--- config.mk ---
export PLATFORM = sky130hd
export DESIGN_NAME = excvec_ctrl
export DESIGN_NICKNAME = d
export VERILOG_FILES = /design/src/rtl/excvec_pkg.sv /design/src/rtl/excvec_status.sv /design/src/rtl/excvec_epc.sv /design/src/rtl/excvec_vector.sv /design/src/rtl/excvec_xlate.sv /design/src/rtl/excvec_ctrl.sv
export SDC_FILE = /design/constraint.sdc
export NUM_CORES = 1
export LEC_CHECK = 0
export BUFFER_PORTS_ARGS = -buffer_cell sky130_fd_sc_hd__clkbuf_2
export CAP_MARGIN = 10
export CORE_MARGIN = 1.5
export CORE_UTILIZATION = 35
export CTS_BUF_LIST = sky130_fd_sc_hd__clkbuf_8
export DETAILED_ROUTE_END_ITERATION = 12
export GPL_ROUTABILITY_DRIVEN = 0
export HOLD_SLACK_MARGIN = 0.15
export PLACE_DENSITY = 0.74
export SYNTH_ARGS = -nofsm -noshare
export SYNTH_HDL_FRONTEND = slang
export SYNTH_SLANG_ARGS = --single-unit
--- constraint.sdc ---
create_clock -name clk -period 3.2 [get_ports clk]
set_clock_uncertainty 0.2 [all_clocks]
set_input_delay 0.48 -clock clk [delete_from_list [all_inputs] [get_ports clk]]
set_output_delay 0.48 -clock clk [all_outputs]
set_load 0.02 [all_outputs]
--- src/rtl/excvec_pkg.sv ---
package excvec_pkg;
  parameter int unsigned ADDR_W = 32;

  typedef struct packed {
    logic bev;   // boot vectors in use
    logic exl;   // exception level
    logic um;    // user mode (0 = kernel)
    logic ie;    // interrupt enable
  } sts_t;

  localparam int unsigned STS_W = $bits(sts_t);

  function automatic sts_t sts_boot();
    sts_t s;
    s.bev = 1'b1;
    s.exl = 1'b1;
    s.um  = 1'b0;
    s.ie  = 1'b0;
    return s;
  endfunction
endpackage

--- src/rtl/excvec_status.sv ---
module excvec_status
  import excvec_pkg::*;
(
  input  logic             clk,
  input  logic             rst_n,
  input  logic             take_exc,
  input  logic             wr_en,
  input  logic [STS_W-1:0] wr_data,
  output sts_t             sts_q
);
  always_ff @(posedge clk) begin
    if (!rst_n) begin
      sts_q <= sts_boot();
    end else if (take_exc) begin
      sts_q.exl <= 1'b1;
      sts_q.um  <= 1'b0;
      sts_q.ie  <= 1'b0;
    end else if (wr_en) begin
      sts_q <= sts_t'(wr_data);
    end
  end

  AST_STS_AFTER_RESET: assert property (@(posedge clk) disable iff (!rst_n)
    $rose(rst_n) |-> (sts_q == sts_boot()));

  AST_EXC_ENTERS_KERNEL: assert property (@(posedge clk) disable iff (!rst_n)
    take_exc |=> (sts_q.exl && !sts_q.um && !sts_q.ie && sts_q.bev == $past(sts_q.bev)));

  AST_WRITE_NEXT_CYCLE: assert property (@(posedge clk) disable iff (!rst_n)
    (wr_en && !take_exc) |=> (sts_q == sts_t'($past(wr_data))));

  AST_EXC_BEATS_WRITE: assert property (@(posedge clk) disable iff (!rst_n)
    (wr_en && take_exc) |=> (sts_q.ie == 1'b0));
endmodule

--- src/rtl/excvec_epc.sv ---
module excvec_epc
  import excvec_pkg::*;
(
  input  logic              clk,
  input  logic              rst_n,
  input  logic              take_exc,
  input  logic [ADDR_W-1:0] pc,
  output logic [ADDR_W-1:0] epc_q
);
  // Reset is an exception too: the executing address is recorded on every reset edge.
  always_ff @(posedge clk) begin
    if (!rst_n || take_exc) begin
      epc_q <= pc;
    end
  end

  AST_EPC_ON_RESET: assert property (@(posedge clk) disable iff (!rst_n)
    $rose(rst_n) |-> (epc_q == $past(pc)));

  AST_EPC_ON_EXC: assert property (@(posedge clk) disable iff (!rst_n)
    take_exc |=> (epc_q == $past(pc)));
endmodule

--- src/rtl/excvec_vector.sv ---
module excvec_vector
  import excvec_pkg::*;
#(
  parameter logic [ADDR_W-1:0] BOOT_ENTRY = 32'hBFC0_0000,
  parameter logic [ADDR_W-1:0] BOOT_BASE  = 32'hBFC0_0100,
  parameter logic [ADDR_W-1:0] NORM_BASE  = 32'h8000_0000,
  parameter logic [ADDR_W-1:0] GEN_OFFSET = 32'h0000_0080
) (
  input  logic              clk,
  input  logic              rst_n,
  input  logic              take_exc,
  input  logic              bev,
  output logic              redir_v,
  output logic [ADDR_W-1:0] redir_addr
);
  localparam logic [ADDR_W-1:0] BOOT_GEN = BOOT_BASE + GEN_OFFSET;
  localparam logic [ADDR_W-1:0] NORM_GEN = NORM_BASE + GEN_OFFSET;

  logic [ADDR_W-1:0] exc_target;
  assign exc_target = bev ? BOOT_GEN : NORM_GEN;

  always_ff @(posedge clk) begin
    if (!rst_n) begin
      redir_v    <= 1'b1;
      redir_addr <= BOOT_ENTRY;
    end else begin
      redir_v <= take_exc;
      if (take_exc) redir_addr <= exc_target;
    end
  end

  AST_BOOT_REDIRECT: assert property (@(posedge clk) disable iff (!rst_n)
    $rose(rst_n) |-> (redir_v && redir_addr == BOOT_ENTRY));

  AST_VECTOR_BY_BEV: assert property (@(posedge clk) disable iff (!rst_n)
    take_exc |=> (redir_v && redir_addr == ($past(bev) ? BOOT_GEN : NORM_GEN)));

  AST_NO_SPURIOUS_REDIRECT: assert property (@(posedge clk) disable iff (!rst_n)
    !take_exc |=> !redir_v);
endmodule

--- src/rtl/excvec_xlate.sv ---
module excvec_xlate
  import excvec_pkg::*;
#(
  parameter bit STRIP_CACHED = 1'b1
) (
  input  logic [ADDR_W-1:0] vaddr,
  output logic [ADDR_W-1:0] paddr,
  output logic              uncached
);
  localparam logic [ADDR_W-1:0] SEG_MASK = {3'b000, {(ADDR_W-3){1'b1}}};

  logic hit;
  assign uncached = (vaddr[ADDR_W-1 -: 3] == 3'b101);

  generate
    if (STRIP_CACHED) begin : g_both_segs
      assign hit = (vaddr[ADDR_W-1 -: 2] == 2'b10);
    end else begin : g_uncached_only
      assign hit = uncached;
    end
  endgenerate

  assign paddr = hit ? (vaddr & SEG_MASK) : vaddr;
endmodule

--- src/rtl/excvec_ctrl.sv ---
module excvec_ctrl
  import excvec_pkg::*;
(
  input  logic        clk,
  input  logic        rst_n,
  input  logic [31:0] cur_pc,
  input  logic        exc_req,
  input  logic        sr_wr_en,
  input  logic [3:0]  sr_wr_data,
  output logic [3:0]  status,
  output logic [31:0] epc,
  output logic        redirect_valid,
  output logic [31:0] redirect_vaddr,
  output logic [31:0] redirect_paddr,
  output logic        redirect_uncached
);
  sts_t sts;

  excvec_status u_status (
    .clk      (clk),
    .rst_n    (rst_n),
    .take_exc (exc_req),
    .wr_en    (sr_wr_en),
    .wr_data  (sr_wr_data),
    .sts_q    (sts)
  );

  excvec_epc u_epc (
    .clk      (clk),
    .rst_n    (rst_n),
    .take_exc (exc_req),
    .pc       (cur_pc),
    .epc_q    (epc)
  );

  excvec_vector u_vector (
    .clk        (clk),
    .rst_n      (rst_n),
    .take_exc   (exc_req),
    .bev        (sts.bev),
    .redir_v    (redirect_valid),
    .redir_addr (redirect_vaddr)
  );

  excvec_xlate #(.STRIP_CACHED(1'b1)) u_xlate (
    .vaddr    (redirect_vaddr),
    .paddr    (redirect_paddr),
    .uncached (redirect_uncached)
  );

  assign status = sts;

  AST_REDIRECT_PHYS_LOW: assert property (@(posedge clk) disable iff (!rst_n)
    redirect_valid |-> (redirect_paddr[31:29] == 3'b000));

  AST_BOOT_IS_UNCACHED: assert property (@(posedge clk) disable iff (!rst_n)
    (redirect_valid && status[3] && status[2]) |-> redirect_uncached);
endmodule

Word-level counts from Yosys, hierarchy flattened
Cells that the tools add are included.
- equal/unequal tests: 2
- muxes and demuxes: 2
- bitwise gates (word level): 2
- reductions and logical operators: 4
- operators by type and width (cell ; count):
    $mux 32 ; 1
    $mux 30 ; 1
    $eq 3x3->1 const B ; 1
    $eq 2x2->1 const B ; 1
    $not 1->1 ; 2
    $reduce_and 2->1 ; 1
    $reduce_or 2->1 ; 1
    $logic_not 1->1 ; 1
    $logic_or 1x1->1 ; 1
- register bits: 69
- output and inout port bits: 102
- logic and storage cells: 17

Logic depth before layout (Yosys ltp)
Gate-level depths: netlist of run 1.
- depth after elaboration: 2
- depth in mapped cells: 2
- mapped depth without buffers: 2

Hierarchy
From an unflattened synthesis of run 1, not the netlist that was laid out.
- cell total of the unflattened synthesis: 124
- area, all modules: 1714.1 um2
- by module, submodules not included (module ; times used ; cells an instance ; area each (um2) ; sequential area each (um2)):
    excvec_epc ; 1 ; 33 ; 967.2 ; 960.9
    excvec_vector ; 1 ; 42 ; 347.8 ; 80.1
    excvec_xlate ; 1 ; 34 ; 245.2 ; 0.0
    excvec_status ; 1 ; 15 ; 153.9 ; 80.1

Worst setup path after synthesis of run 1
Ideal clock, no wire load.
- path kind: register to output
- start: reg u_vector.redir_addr[28] (netlist name)
- end: out redirect_paddr[22]
- arrival time: 0.897 ns
- data required time: 2.520 ns
- setup slack: 1.623 ns
- cell stages (with the launch flop): 2
- buffers on the path: 1
- path through: dfxtp_1 buf_4
- RTL lines (what ; line ; text):
    end: declaration ; excvec_ctrl.sv:14 ; output logic [31:0] redirect_paddr,

==> results of run 1 <==
state kept, by name, indices dropped and copies added (netlist names):
name / count
u_epc.epc_q: 32
u_status.sts_q: 4
u_vector.redir_addr: 3
u_vector.redir_v: 1
power by group:
| part | total, mW | switching, mW | internal, mW |
|---|---|---|---|
| sequential | 0.624 | 0.0155 | 0.608 |
| combinational | 0.220 | 0.158 | 0.0620 |
| clock | 0.394 | 0.163 | 0.231 |
path summary, 6_finish.rpt:
path,endpoint,slack (ps),depth (start not counted)
hold reg to reg,u_vector.redir_addr[8],310,2
setup reg to reg,u_vector.redir_addr[28],2130,2
hold / removal,u_epc.epc_q[24],170,1
setup / recovery,redirect_vaddr[26],1350,1
logic make-up (layout without fill, tap and decap cells):
kind of cell | after synthesis | after routing | synth area share
compound gates | 4 | 4 | 0.01812
other cells | 2 | 45 | 0.004349
buf+inv | 64 | 110 | 0.2761
simple gates | 11 | 11 | 0.04058
flops | 40 | 40 | 0.6493
mux | 2 | 2 | 0.01159
metal layers:
metal,track usage,up-vias
met5,0,-
met4,0.05660,0
met3,0.05387,5
met2,0.1657,79
met1,0.08539,444
li1,-,476
per-stage QoR:
step	setup slack (ps)	cells
floorplan	1623	166
global placement	1552	266
detailed placement	1529	266
CTS	1331	274
global route	1231	279
finish	1354	279
layout by cell type (no fill, tap or decap):
cell type,instances
sky130_fd_sc_hd__dlygate4sd3_1,5
sky130_fd_sc_hd__clkinv_4,1
sky130_fd_sc_hd__clkinv_1,1
sky130_fd_sc_hd__clkbuf_2,96
sky130_fd_sc_hd__nor2_1,2
sky130_fd_sc_hd__dfxtp_1,8
sky130_fd_sc_hd__mux2i_1,2
sky130_fd_sc_hd__a21boi_0,1
sky130_fd_sc_hd__bufinv_16,1
sky130_fd_sc_hd__edfxtp_1,32
sky130_fd_sc_hd__o211ai_1,1
sky130_fd_sc_hd__or2b_1,1
sky130_fd_sc_hd__conb_1,45
sky130_fd_sc_hd__nor2b_1,2
sky130_fd_sc_hd__nand3b_1,1
sky130_fd_sc_hd__nand2_1,1
sky130_fd_sc_hd__nand2b_1,2
sky130_fd_sc_hd__nand3_1,1
sky130_fd_sc_hd__inv_1,1
sky130_fd_sc_hd__o21a_1,1
sky130_fd_sc_hd__a211o_1,1
sky130_fd_sc_hd__clkbuf_8,5
sky130_fd_sc_hd__nand2b_4,1
cell type report:
class | count | area, um^2
multi-input combinational | 62 | 290.3
clock buffer | 5 | 68.82
timing repair buffer | 101 | 530.5
inverter | 1 | 3.754
clock inverter | 3 | 42.54
tap | 67 | 83.83
sequential | 40 | 1121
fill | 442 | 2582
==> flow_summary_export.csv, run 1 <==
group,metric,value,unit
clock_tree,clock-root-buffer,"sky130_fd_sc_hd__clkbuf_8",
worst_setup_path,timing.critical_path.from,"u_vector.redir_addr[28]",
power,p_leak,1.066,nW
worst_setup_path,cp_data_required_time,2520,ps
detailed_routing,final_antenna_net_count,0,
die,die_h,73.24,um
detailed_routing,vias,1004,
clock_tree,numClockSinks,40,
clock_tree,post_cts_resized,0,
sta,final_max_slew_viol_count,0,
finish,layout-drive-gt1-share,0.4906,
global_routing,gr-total-overflow,0,
outcome,outcome,"completed",
sta,total_count_of_hold_check_failures_in_the_final_report,0,
clock_tree,clock_latency,280,ps
worst_setup_path,worstSetupStartpointType,"flip-flop",
finish,nNetsFinal,251,
worst_setup_path,worst_path_dominant_cell_family,"flip-flops",
synthesis,postSynthCellCount,123,
worst_hold_path,hold_path_origin,"cur_pc[24]",
placement,place.detailed.hpwl,2206,um
detailed_routing,wl,2845,um
worst_hold_path,min_path_type,"in -> reg",
synthesis,synth.yosys.warnings,0,
global_routing,number_of_antenna_violations_at_the_first_check_in_global_routing,0,
global_routing,grt_usage,0.09545,
worst_setup_path,critical_path_class,"reg -> out",
die,floorplan.initialDensity,0.3656,
clock_tree,tritoncts_clock_tree,"built",
detailed_routing,drt_first_iter_violations,40,
synthesis,postSynthRegisterBits,40,
sta,fin_setup_tns,0,ps
worst_setup_path,critical_path.max_fanout,17,
detailed_routing,wirelength_met1,870,um
synthesis,yosys.area.top_type_share,0.5565,
die,rows,25,
synthesis,synthFlopType,"sky130_fd_sc_hd__edfxtp_1",
worst_setup_path,endpoint_kind,"output port",
sta,timing.final.crit_share,0.5768,
synthesis,synth_top_cells_by_count,"sky130_fd_sc_hd__buf_4 (63), sky130_fd_sc_hd__edfxtp_1 (32), sky130_fd_sc_hd__dfxtp_1 (8)",
worst_setup_path,crit_path_max_incr_delay,620,ps
global_routing,grt_max_degree,36,
detailed_routing,detail_route.first_pass.iterations,4,
sta,fin_crit,1846,ps
die,ios,142,
detailed_routing,dr.max_layer_used,"met4",
synthesis,synth-seq-area-share,0.6493,
clock_tree,clk_path_buf_depth,2,
power,power.density_cell_area,578.0,nW/um^2
detailed_routing,wl_per_cell,10.20,um
worst_setup_path,ordered_cell_list_for_the_critical_path,"clkbuf_2",
detailed_routing,met3RoutedLength,414,um
clock_tree,path_clk_slew,70,ps
finish,finish.instance_area,2141,um^2
detailed_routing,detail_route.vias_per_cell,3.599,
worst_setup_path,crit_buf_inv,1,
worst_setup_path,r2r_start,"u_vector.redir_addr[28]",
power,total_power_draw,1.237,mW
synthesis,ys_async_sr_fraction,0,
clock_tree,numCtsBuffers,5,
clock_tree,ctsHoldBuffers,0,
worst_setup_path,crit_path_top_delay_cell,"sky130_fd_sc_hd__dfxtp_1",
synthesis,synth_enable_flop_cells,32,
global_routing,grt_first_pass_wirelength,3581,um
synthesis,postSynthAreaPerCell,14.04,um^2
die,die_width,73.24,um
synthesis,yosysMostFrequentCell,"sky130_fd_sc_hd__buf_4",
global_routing,grt_pass1_vias,775,
synthesis,synth_cell_type_count,18,
sta,rsz0062_at_grt,"no",
finish,finalCoreUtilization,0.4532,
finish,n_antenna_cell,0,
detailed_routing,drc,0,
sta,max_freq,541.8,MHz
die,die_area,5363,um^2
detailed_routing,met2RoutedLength,1497,um
die,core,4723,um^2
clock_tree,cts_setup_buffers,0,
run,maxCapViolCount,0,
worst_setup_path,arrival,1170,ps
placement,count_of_buffers_from_port_buffering,96,
synthesis,mappedNetlistArea,1727,um^2
synthesis,synth.largest_area_cell,"sky130_fd_sc_hd__edfxtp_1",
power,vdd_drop_max,0.0002086,V
finish,synthToLayoutAreaGrowth,23.99,%
clock_tree,ctsHtreeMaxLevel,2,
sta,hold_ws,166.4,ps
synthesis,top_cells_by_area_synth,"sky130_fd_sc_hd__edfxtp_1 (56%), sky130_fd_sc_hd__buf_4 (27%), sky130_fd_sc_hd__dfxtp_1 (9.3%)",
placement,placed_cell_area,1979,um^2
sta,timing.final.setup_violations,0,
Power figures use the tool's default switching activity.
==> run 2: changes to the inputs <==
- clock period: 3.2 -> 1.7 ns (I/O delays scaled with it)
==> run 2 against run 1 <==
  * Register-to-register slack got worse by 1900 ps
  * Flip-flop and latch count unchanged
  * Non-clock buffer count increased by 41
  * Critical path type is now in -> reg
  * Worst setup slack got worse by 1300 ps
  * Routed wire length increased by 25%
  * Clock-buffer cell count unchanged
  * Sequential power increased by 89%
  * Sequential share of layout area decreased by 8.5 points
  * Die area unchanged
  * Worst hold slack improved by 22 ps
  * First-iteration DRC count increased by 130%
  * Highest routed layer unchanged
  * Design area increased by 19%
==> flow_summary_export.csv, run 2 (synthesis results as in run 1) <==
group,metric,value,unit
worst_setup_path,critical_path_class,"in -> reg",
placement,dp_cells,266,
placement,dp_worst_setup_slack,254.0,ps
detailed_routing,vias,1173,
sta,rsz0062_at_grt,"no",
worst_setup_path,r2r_start,"u_status.sts_q[3]",
sta,timing.final.crit_share,0.9813,
clock_tree,path_clk_slew,70,ps
finish,nNetsFinal,292,
detailed_routing,detail_route.vias_per_cell,3.666,
worst_hold_path,min_path_type,"in -> reg",
detailed_routing,drc,0,
clock_tree,clock_latency,290,ps
sta,max_freq,599.5,MHz
clock_tree,ctsHtreeMaxLevel,2,
clock_tree,tritoncts_clock_tree,"built",
finish,commonest_non_fill_non_tap_cell_in_the_layout,"sky130_fd_sc_hd__clkbuf_2",
sta,worst_slack,31.83,ps
die,die_width,73.24,um
placement,place.detailed.hpwl,2202,um
die,rows,25,
clock_tree,numClockSinks,40,
sta,hold_ws,188.8,ps
finish,max_flop_register,"u_epc.epc_q",
clock_tree,clk_path_buf_depth,2,
detailed_routing,final_antenna_net_count,0,
placement,placed_cell_area,1979,um^2
finish,finish.instance_area,2556,um^2
detailed_routing,drt_first_iter_violations,91,
global_routing,number_of_antenna_violations_at_the_first_check_in_global_routing,0,
die,floorplan.initialDensity,0.3656,
sta,total_count_of_hold_check_failures_in_the_final_report,0,
global_routing,grt_pass1_vias,1037,
worst_setup_path,worstSetupStartpointType,"primary input",
power,power.combinational.fraction,0.203,
worst_setup_path,worstRegToRegCells,3,
detailed_routing,detail_route.first_pass.iterations,4,
run,maxCapViolCount,0,
die,die_h,73.24,um
global_routing,gr-total-overflow,0,
detailed_routing,wl,3549,um
finish,final_cells,320,
worst_setup_path,reg2reg_slack,220,ps
power,switching_share,0.2769,
die,core,4723,um^2
sta,fin_crit,1668,ps
finish,largest_reg_flops,32,
sta,fin_setup_tns,0,ps
power,p_leak,1.230,nW
finish,fillers,391,
power,power.switching,676.5,uW
outcome,outcome,"completed",
worst_setup_path,endpoint_kind,"flip-flop",
die,ios,142,
sta,timing.final.setup_violations,0,
power,vdd_drop_max,0.0004063,V
finish,n_antenna_cell,0,
worst_setup_path,timing.critical_path.from,"sr_wr_data[0]",
clock_tree,clock-root-buffer,"sky130_fd_sc_hd__clkbuf_8",
global_routing,grt_first_pass_wirelength,4740,um
clock_tree,numCtsBuffers,5,
global_routing,grt_usage,0.1254,
power,clock_power_share,0.315,
detailed_routing,wl_per_cell,11.09,um
finish,layout-drive-gt1-share,0.4190,
die,die_area,5363,um^2
power,cellInternalPower,1.767,mW
finish,synthToLayoutAreaGrowth,48.04,%
placement,count_of_buffers_from_port_buffering,96,
global_routing,grt_max_degree,36,
worst_setup_path,critical_path_capture_point,"u_status.sts_q[0]",
power,power.density_cell_area,955.7,nW/um^2
finish,reg_top3,"u_epc.epc_q: 32 flops, u_status.sts_q: 4 flops, u_vector.redir_addr: 3 flops",
worst_setup_path,critical_path.max_fanout,1,
worst_setup_path,cp_data_required_time,1660,ps
worst_setup_path,regToRegEndpoint,"u_vector.redir_addr[8]",
finish,layout.cells.most_common_list,"sky130_fd_sc_hd__clkbuf_2 (96), sky130_fd_sc_hd__dlygate4sd3_1 (46), sky130_fd_sc_hd__conb_1 (45)",
power,p_seq_frac,0.481,
sta,final_max_slew_viol_count,0,
worst_setup_path,arrival,1630,ps
run 2: cell types whose count changed in the layout (fill, tap and decap cells not counted), sizes merged:
cell / before / now
clkinv: 2 / 0
clkinvlp: 0 / 1
dlygate4sd3: 5 / 46
inv: 1 / 2
run 2: worst min path at each step:
stage	from	end	depth (start not counted)
floorplan	rst_n	u_vector.redir_addr[28]	1
global placement	cur_pc[30]	u_epc.epc_q[30]	1
detailed placement	cur_pc[24]	u_epc.epc_q[24]	1
CTS	sr_wr_en	u_status.sts_q[3]	3
global route	sr_wr_en	u_status.sts_q[3]	3
finish	sr_wr_en	u_status.sts_q[3]	3
run 2: through the flow:
stage / total power [mW] / util
6_report: 2.443 / 0.5412
3_3_place_gp: 1.598 / 0.4191
5_1_grt: 2.552 / 0.5412
3_5_place_dp: 1.605 / 0.4191
2_1_floorplan: 1.566 / -
4_1_cts: 2.458 / 0.5409
run 2: worst max-delay path, stage by stage:
cell and delay [ps]:
sky130_fd_sc_hd__dlygate4sd3_1 530, sky130_fd_sc_hd__clkbuf_2 100, sky130_fd_sc_hd__mux2i_1 130, sky130_fd_sc_hd__dlygate4sd3_1 570, sky130_fd_sc_hd__nor2_1 40
run 2: power groups by stage:
stage               Clock [mW]  Sequential (mW)  Combinational (mW)
floorplan                    0             1.30               0.265
global placement             0             1.20               0.402
detailed placement           0             1.20               0.407
CTS                      0.789             1.18               0.494
global route             0.839             1.19               0.529
finish                   0.770             1.18               0.497
run 2: what timing repair did:
item,in CTS,in global routing
endpoints found under the hold margin,40,0
gates resized for setup,0,1
buffers inserted,0,0
hold buffers,46,0
endpoints found under the setup margin,0,17
run 2: final cells by class:
| cell class | count | area [um^2] | area share |
|---|---|---|---|
| tap | 67 | 83.83 | 0.03279 |
| sequential | 40 | 1122 | 0.4391 |
| clock inverter | 3 | 46.29 | 0.01811 |
| inverter | 1 | 3.754 | 0.001468 |
| multi-input combinational | 62 | 290.3 | 0.1136 |
| clock buffer | 5 | 68.82 | 0.02692 |
| timing repair buffer | 142 | 940.9 | 0.3681 |
run 2: metal layers:
metal  vias up  wire length [um]  GRT usage
met1       521              1161     0.1157
li1        558                 -          -
met4         0                98    0.07547
met2        86              1908     0.2263
met3         8               381    0.05249
met5         -                 0          0
